`src/rtl/uart_rx_pkg.sv`:
```
package uart_rx_pkg;

  typedef enum logic [2:0] {
    ST_IDLE,
    ST_START,
    ST_DATA,
    ST_PARITY,
    ST_STOP1,
    ST_STOP2,
    ST_DONE,
    ST_RECOVER
  } rxState_e;

  typedef struct packed {
    logic clear;
    logic shiftEn;
    logic sampleParity;
    logic sampleStop1;
    logic finish;
  } rxStrobes_t;

endpackage

```
`src/rtl/uart_rx_sync.sv`:
```
module uart_rx_sync #(
  parameter int STAGES = 2
) (
  input  logic clk,
  input  logic rstN,
  input  logic din,
  output logic dout
);
  logic [STAGES-1:0] chain;

  generate
    if (STAGES == 1) begin : g_single
      always_ff @(posedge clk) begin
        if (!rstN) chain <= '1;
        else       chain <= din;
      end
    end else begin : g_multi
      always_ff @(posedge clk) begin
        if (!rstN) chain <= '1;
        else       chain <= {chain[STAGES-2:0], din};
      end
    end
  endgenerate

  assign dout = chain[STAGES-1];
endmodule

```
`src/rtl/uart_rx_ctrl.sv`:
```
module uart_rx_ctrl
  import uart_rx_pkg::*;
#(
  parameter int OVERSAMPLE = 16,
  parameter int DATA_MAX   = 8,
  parameter int MIN_LEN    = 5,
  parameter int LEN_W      = 2
) (
  input  logic             clk,
  input  logic             rstN,
  input  logic             tick16,
  input  logic             rxBit,
  input  logic [LEN_W-1:0] wordLen,
  input  logic             parityOn,
  input  logic             twoStop,
  output rxStrobes_t       stb
);
  localparam int CNT_W = $clog2(OVERSAMPLE);
  localparam int IDX_W = $clog2(DATA_MAX);
  localparam logic [CNT_W-1:0] MID  = CNT_W'(OVERSAMPLE / 2 - 1);
  localparam logic [CNT_W-1:0] LAST = CNT_W'(OVERSAMPLE - 1);

  rxState_e          state, nextState;
  logic [CNT_W-1:0]  cnt, nextCnt;
  logic [IDX_W-1:0]  bitIdx, nextIdx;
  logic [IDX_W-1:0]  lastIdx;

  assign lastIdx = IDX_W'(wordLen) + IDX_W'(MIN_LEN - 1);

  always_comb begin
    stb       = '0;
    nextState = state;
    nextCnt   = cnt;
    nextIdx   = bitIdx;
    unique case (state)
      ST_IDLE: begin
        if (tick16 && !rxBit) begin
          nextState = ST_START;
          nextCnt   = '0;
        end
      end
      ST_START: begin
        if (tick16) begin
          if (cnt == MID) begin
            nextCnt = '0;
            if (!rxBit) begin
              nextState = ST_DATA;
              nextIdx   = '0;
              stb.clear = 1'b1;
            end else begin
              nextState = ST_IDLE;
            end
          end else begin
            nextCnt = cnt + 1'b1;
          end
        end
      end
      ST_DATA: begin
        if (tick16) begin
          if (cnt == LAST) begin
            nextCnt     = '0;
            stb.shiftEn = 1'b1;
            if (bitIdx == lastIdx) nextState = parityOn ? ST_PARITY : ST_STOP1;
            else                   nextIdx   = bitIdx + 1'b1;
          end else begin
            nextCnt = cnt + 1'b1;
          end
        end
      end
      ST_PARITY: begin
        if (tick16) begin
          if (cnt == LAST) begin
            nextCnt          = '0;
            stb.sampleParity = 1'b1;
            nextState        = ST_STOP1;
          end else begin
            nextCnt = cnt + 1'b1;
          end
        end
      end
      ST_STOP1: begin
        if (tick16) begin
          if (cnt == LAST) begin
            nextCnt         = '0;
            stb.sampleStop1 = 1'b1;
            nextState       = twoStop ? ST_STOP2 : ST_DONE;
          end else begin
            nextCnt = cnt + 1'b1;
          end
        end
      end
      ST_STOP2: begin
        if (tick16) begin
          if (cnt == LAST) begin
            nextCnt   = '0;
            nextState = ST_DONE;
          end else begin
            nextCnt = cnt + 1'b1;
          end
        end
      end
      ST_DONE: begin
        stb.finish = 1'b1;
        nextState  = ST_RECOVER;
      end
      ST_RECOVER: begin
        if (rxBit) nextState = ST_IDLE;
      end
      default: nextState = ST_IDLE;
    endcase
  end

  always_ff @(posedge clk) begin
    if (!rstN) begin
      state  <= ST_IDLE;
      cnt    <= '0;
      bitIdx <= '0;
    end else begin
      state  <= nextState;
      cnt    <= nextCnt;
      bitIdx <= nextIdx;
    end
  end
endmodule

```
`src/rtl/uart_rx_dpath.sv`:
```
module uart_rx_dpath
  import uart_rx_pkg::*;
#(
  parameter int DATA_MAX = 8,
  parameter int MIN_LEN  = 5,
  parameter int LEN_W    = 2
) (
  input  logic                clk,
  input  logic                rstN,
  input  logic                rxBit,
  input  rxStrobes_t          stb,
  input  logic [LEN_W-1:0]    wordLen,
  input  logic                parityOdd,
  input  logic                fifoFull,
  output logic                fifoWrite,
  output logic [DATA_MAX-1:0] fifoData,
  output logic                fifoOverrun,
  output logic                fifoParityErr,
  output logic                fifoFrameErr,
  output logic                fifoBreak
);
  localparam int SH_W = $clog2(DATA_MAX) + 1;

  logic [DATA_MAX-1:0] shreg;
  logic                parAcc;
  logic                anyHigh;
  logic                parErr;
  logic                frameErr;
  logic                ovPend;
  logic [SH_W-1:0]     alignShift;
  logic [DATA_MAX-1:0] aligned;

  assign alignShift = SH_W'(DATA_MAX - MIN_LEN) - SH_W'(wordLen);
  assign aligned    = shreg >> alignShift;

  always_ff @(posedge clk) begin
    if (!rstN) begin
      shreg         <= '0;
      parAcc        <= 1'b0;
      anyHigh       <= 1'b0;
      parErr        <= 1'b0;
      frameErr      <= 1'b0;
      ovPend        <= 1'b0;
      fifoWrite     <= 1'b0;
      fifoData      <= '0;
      fifoOverrun   <= 1'b0;
      fifoParityErr <= 1'b0;
      fifoFrameErr  <= 1'b0;
      fifoBreak     <= 1'b0;
    end else begin
      fifoWrite <= 1'b0;
      if (stb.clear) begin
        shreg    <= '0;
        parAcc   <= 1'b0;
        anyHigh  <= 1'b0;
        parErr   <= 1'b0;
        frameErr <= 1'b0;
      end
      if (stb.shiftEn) begin
        shreg   <= {rxBit, shreg[DATA_MAX-1:1]};
        parAcc  <= parAcc ^ rxBit;
        anyHigh <= anyHigh | rxBit;
      end
      if (stb.sampleParity) begin
        parErr  <= parAcc ^ rxBit ^ parityOdd;
        anyHigh <= anyHigh | rxBit;
      end
      if (stb.sampleStop1) begin
        frameErr <= ~rxBit;
        anyHigh  <= anyHigh | rxBit;
      end
      if (stb.finish) begin
        if (fifoFull) begin
          ovPend <= 1'b1;
        end else begin
          fifoWrite     <= 1'b1;
          fifoData      <= aligned;
          fifoOverrun   <= ovPend;
          fifoParityErr <= parErr;
          fifoFrameErr  <= frameErr;
          fifoBreak     <= ~anyHigh;
          ovPend        <= 1'b0;
        end
      end
    end
  end
endmodule

```
`src/rtl/uart_rx_status.sv`:
```
module uart_rx_status
  import uart_rx_pkg::*;
#(
  parameter int OVERSAMPLE  = 16,
  parameter int DATA_MAX    = 8,
  parameter int MIN_LEN     = 5,
  parameter int LEN_W       = 2,
  parameter int SYNC_STAGES = 2
) (
  input  logic                clk,
  input  logic                rstN,
  input  logic                tick16,
  input  logic                rxLine,
  input  logic [LEN_W-1:0]    wordLen,
  input  logic                parityOn,
  input  logic                parityOdd,
  input  logic                twoStop,
  input  logic                fifoFull,
  output logic                fifoWrite,
  output logic [DATA_MAX-1:0] fifoData,
  output logic                fifoOverrun,
  output logic                fifoParityErr,
  output logic                fifoFrameErr,
  output logic                fifoBreak
);
  logic       rxBit;
  rxStrobes_t stb;

  uart_rx_sync #(.STAGES(SYNC_STAGES)) u_sync (
    .clk (clk),
    .rstN(rstN),
    .din (rxLine),
    .dout(rxBit)
  );

  uart_rx_ctrl #(
    .OVERSAMPLE(OVERSAMPLE),
    .DATA_MAX  (DATA_MAX),
    .MIN_LEN   (MIN_LEN),
    .LEN_W     (LEN_W)
  ) u_ctrl (
    .clk     (clk),
    .rstN    (rstN),
    .tick16  (tick16),
    .rxBit   (rxBit),
    .wordLen (wordLen),
    .parityOn(parityOn),
    .twoStop (twoStop),
    .stb     (stb)
  );

  uart_rx_dpath #(
    .DATA_MAX(DATA_MAX),
    .MIN_LEN (MIN_LEN),
    .LEN_W   (LEN_W)
  ) u_dpath (
    .clk          (clk),
    .rstN         (rstN),
    .rxBit        (rxBit),
    .stb          (stb),
    .wordLen      (wordLen),
    .parityOdd    (parityOdd),
    .fifoFull     (fifoFull),
    .fifoWrite    (fifoWrite),
    .fifoData     (fifoData),
    .fifoOverrun  (fifoOverrun),
    .fifoParityErr(fifoParityErr),
    .fifoFrameErr (fifoFrameErr),
    .fifoBreak    (fifoBreak)
  );
endmodule

```
`config.mk`:
```
export PLATFORM = sky130hd
export DESIGN_NAME = uart_rx_status
export DESIGN_NICKNAME = d
export VERILOG_FILES = /design/src/rtl/uart_rx_pkg.sv /design/src/rtl/uart_rx_sync.sv /design/src/rtl/uart_rx_ctrl.sv /design/src/rtl/uart_rx_dpath.sv /design/src/rtl/uart_rx_status.sv
export SDC_FILE = /design/constraint.sdc
export NUM_CORES = 1
export LEC_CHECK = 0
export ABC_AREA = 1
export CAP_MARGIN = 20
export CORE_MARGIN = 8
export CORE_UTILIZATION = 55
export CTS_CLUSTER_DIAMETER = 200
export CTS_CLUSTER_SIZE = 24
export DETAILED_ROUTE_END_ITERATION = 6
export PLACE_DENSITY_LB_ADDON = 0.05
export SYNTH_ARGS = -nofsm -noshare
export SYNTH_HDL_FRONTEND = slang
export SYNTH_SLANG_ARGS = --single-unit
```
`constraint.sdc`:
```
create_clock -name clk -period 4.5 [get_ports clk]
set_clock_uncertainty 0.2 [all_clocks]
set_input_delay 0.675 -clock clk [delete_from_list [all_inputs] [get_ports clk]]
set_output_delay 0.675 -clock clk [all_outputs]
set_load 0.005 [all_outputs]
```
==> impl.org <==
** Critical path
- RR Endpoint :: u_ctrl.cnt[3]$_SDFFE_PN0P_
- Cell chain of the critical path :: clkdlybuf4s50_1, buf_4, clkinv_1, or2_2
- Element type at the critical path start :: input port
- At the worst endpoint, the arrival time is 2.25 ns.
- In this design, the stage delay of the slowest critical-path cell is 0.45 ns.
- Of all nets on the critical path, the largest fanout is 21.
- For this design, the slowest cell found on the critical path is sky130_fd_sc_hd__clkdlybuf4s50_1.
- Class of the most critical setup path :: in -> reg
- The worst register-to-register path has a setup slack of 2.58 ns.
- The worst register-to-register path begins at u_ctrl.state[2]$_SDFFE_PN0P_.
- Register-to-Register Path Depth :: 7
- The worst setup path is captured at a flop.
- Data on the critical path is required at its endpoint by 4.49 ns.

** Placed design
- Number of cells in the design after placement :: 347
- The count of buffers added on input and output ports is 22.
- HPWL after DPL :: 3240 µm
- Final Wtd Congestion :: 0.838
- OpenSTA, run right after detailed placement, puts the worst setup slack at 1.92 ns.

** Global routing
- Number of antenna violations at the first check in global routing :: 0
- Global-route total usage across every layer :: 15.3%
- The number of global-route vias before repair is 1586.
- Largest net degree at the start of global routing :: 22
- The first global-routing pass estimated 7460 µm of wire.
- The total overflow left after global routing is 0.

** Die
- The floorplan step defined a die boundary enclosing 5860 µm².
- From left edge to right edge, the die measures 76.6 µm.
- Starting density of the core :: 55.9%
- In this run the count of I/O pins placed on the die edge is 23.
- Measured along the y axis, the die boundary spans 76.6 µm.
- Area of the core :: 3610 µm²
- Number of placement rows :: 22

** Synthesis
- Yosys printed 0 warnings.
- By area the synthesized netlist is led by sky130_fd_sc_hd__dfxtp_1, sky130_fd_sc_hd__nand2_1, sky130_fd_sc_hd__nand3_1.
- EDFF count, synth :: 0
- In this run, synthesis produced a sequential element count of 38.
- Counting flops with an async set or reset pin after synthesis yields a share of 0%.
- Synthesis handed over a netlist of 284 instances.
- By count the netlist is led by sky130_fd_sc_hd__nand2_1, sky130_fd_sc_hd__dfxtp_1, sky130_fd_sc_hd__nand3_1, sky130_fd_sc_hd__nor2_1, sky130_fd_sc_hd__a21oi_1.
- Syn Area/Cell :: 7.10 µm²
- Part of the Yosys area used for sequential elements :: 37.7%
- The top cell type by area accounts for 37.7% of the synthesized area.
- For this run, the leading register cell type out of synthesis is sky130_fd_sc_hd__dfxtp_1.
- Unique masters post-synth :: 37
- Cell with the most instances after synthesis :: sky130_fd_sc_hd__nand2_1
- The number of nets handed over by synthesis was 299.
- Post-synthesis instance area :: 2020 µm²
- Of all cell types, the one taking the most synthesized area is sky130_fd_sc_hd__dfxtp_1.

** STA
- Setup violations remaining at the end of the flow were counted as 0.
- Setup repair after global routing left no endpoint under its margin.
- Number of max-slew violations in the final report :: 0
- Across all setup checks in the final design, the least slack found is 2.23 ns.
- For the pin with the worst max-slew slack, the measured transition is 0.513 ns.
- Total Negative Setup Slacks :: 0 ns
- Hold timing on the final database bottoms out at a slack of 0.214 ns.
- Final hold viol count :: 0
- The worst path uses 50.4% of the clock period.
- After layout, the minimum clock period comes to 2.27 ns.
- Worst slew margin :: 65.8%
- Timing would allow up to 0.441 GHz.

** Layout
- Leaving out filler cells and counting taps, the final layout contains 355.
- In the final design database the tool counted 321 nets.
- Number of diodes :: 0
- The area growth from synthesis to layout is 17.7%.
- Layout filler cell count :: 340
- Once layout is complete, the utilization of the core stands at 65.8%.
- In the final layout, the share of cells above drive strength 1 is 11.4%.

** Power
- Net switching power :: 356 µW
- The internal portion of the total power is 709 µW.
- Seq pwr share :: 39.0%
- The share of total power dissipated in combinational logic is 27.1%.
- Net switching is 33.4% of the power.
- PwrDens :: 449 nW/µm²
- Leakage power :: 0.992 nW
- VDD sags by at most 0.000272 V.
- Clock power share :: 33.9%

** Drt
- DRC violations left :: 0
- First-pass iteration count of the detailed router :: 4
- Routed WL :: 4340 µm
- Initial DRC count :: 113
- Number of vias after detailed routing :: 1812
- Vias per inst :: 5.10
- Once detail routing completed, the nets flagged for antenna violations numbered 0.
- In the final routed layout, each cell accounts on average for 12.2 µm.

** Worst hold path
- Worst Hold Path EP :: u_sync.chain[1]$_SDFF_PN1_
- Startpoint of the lowest-slack hold path :: u_sync.chain[0]$_SDFF_PN1_
- Hold path depth :: 1
- In this run the worst hold path is classified as reg -> reg.

** Clock network
- Buffer depth of the longest clock path :: 2
- CTS placed an instance of sky130_fd_sc_hd__clkbuf_8 at the clock tree root.
- The tree built by TritonCTS fans out to 38 sinks.
- In this run, CTS created clock tree buffers numbering 5.
- Once the clock tree was built, the resizer swapped 0 gates to a different size.
- TritonCTS clock tree :: built
- Clk pin slew, worst setup/hold paths :: 0.08 ns
- In this run the post-CTS setup repair buffer count came out at 0.
- H-tree depth :: 2
- For this design, the CTS-stage hold fixing added 0 buffers.
- Insertion delay to the later sink of the worst-skew pair :: 0.29 ns

** Status
- The flow ran to the end, and the final reports show no timing, DRC or antenna violations.

** Run
- The tool flagged a number of max-cap violations equal to 0.
[per-stage QoR]
step	cell area, µm²	power, mW
detailed placement	2230	0.707
finish	2370	1.07
global placement	2230	0.702
floorplan	2020	0.653
CTS	2370	1.07
global route	2370	1.13
[cells by family after synthesis]
| kind of cell | count (synthesis) | synth area share [%] |
|---|---|---|
| simple gates | 154 | 34.7 |
| compound gates | 48 | 13.6 |
| flops | 38 | 37.7 |
| buf+inv | 34 | 8.68 |
| fa+ha+maj | 5 | 3.10 |
| xor+xnor | 4 | 1.74 |
| mux | 1 | 0.496 |
[worst max-delay path: cells and delay by family]
kind | cells | cell delay (ns)
buffers and inverters | 3 | 1.14
AND/OR/NAND/NOR | 1 | 0.44
[routing by layer]
layer	GRT usage, %	wire [µm]	vias up
met1	20.9	2220	804
met4	5.19	53	0
met5	0	0	-
li1	-	-	968
met3	5.19	240	4
met2	21.7	1830	36
[power groups by stage]
stage / logic [mW] / clock network, mW / registers, mW
6_report: 0.289 / 0.361 / 0.415
3_5_place_dp: 0.286 / 0 / 0.422
3_3_place_gp: 0.282 / 0 / 0.420
4_1_cts: 0.288 / 0.366 / 0.414
5_1_grt: 0.325 / 0.383 / 0.419
2_1_floorplan: 0.254 / 0 / 0.399
[layout make-up]
cell class                 count  area, µm²  share of cell area [%]
timing repair buffer          23        228                    9.59
clock inverter                 2       60.1                    2.53
clock buffer                   6       82.6                    3.48
sequential                    38        761                    32.1
multi-input combinational    212       1080                    45.5
inverter                      26        101                    4.27
tap                           48       60.1                    2.53
[layout by cell type (no fill, tap or decap), drive strengths merged, types with 2 or more instances in the layout]
cell | netlist | routed
nand2 | 85 | 85
dfxtp | 38 | 38
nor2 | 33 | 33
nand3 | 27 | 27
inv | 24 | 24
clkdlybuf4s50 | 0 | 22
a21oi | 22 | 22
o21ai | 17 | 17
clkbuf | 2 | 6
ha | 5 | 5
or2 | 4 | 4
nor3 | 3 | 3
xor2 | 3 | 3
o211ai | 3 | 3
a211oi | 2 | 2
bufinv | 0 | 2
nand4 | 2 | 2
clkinv | 2 | 2
[worst max-delay path by stage]
stage,cells past startpoint,from,end,slack (ns)
3_3_place_gp,4,rstN,u_sync.chain[1]$_SDFF_PN1_,1.94
6_report,4,rstN,u_sync.chain[1]$_SDFF_PN1_,2.23
4_1_cts,4,rstN,u_sync.chain[1]$_SDFF_PN1_,2.23
2_1_floorplan,11,wordLen[0],u_ctrl.bitIdx[0]$_SDFFE_PN0P_,2.71
3_5_place_dp,4,rstN,u_sync.chain[1]$_SDFF_PN1_,1.92
5_1_grt,4,rstN,u_sync.chain[1]$_SDFF_PN1_,2.10
[state kept, by name, summed over array words and instances, names as in the netlist, 2 cells and up]
signal            cells
u_sync.chain          2
u_ctrl.state          3
u_dpath.fifoData      8
u_dpath.shreg         8
u_ctrl.cnt            4
u_ctrl.bitIdx         3
(Power assumes the default switching activity.)
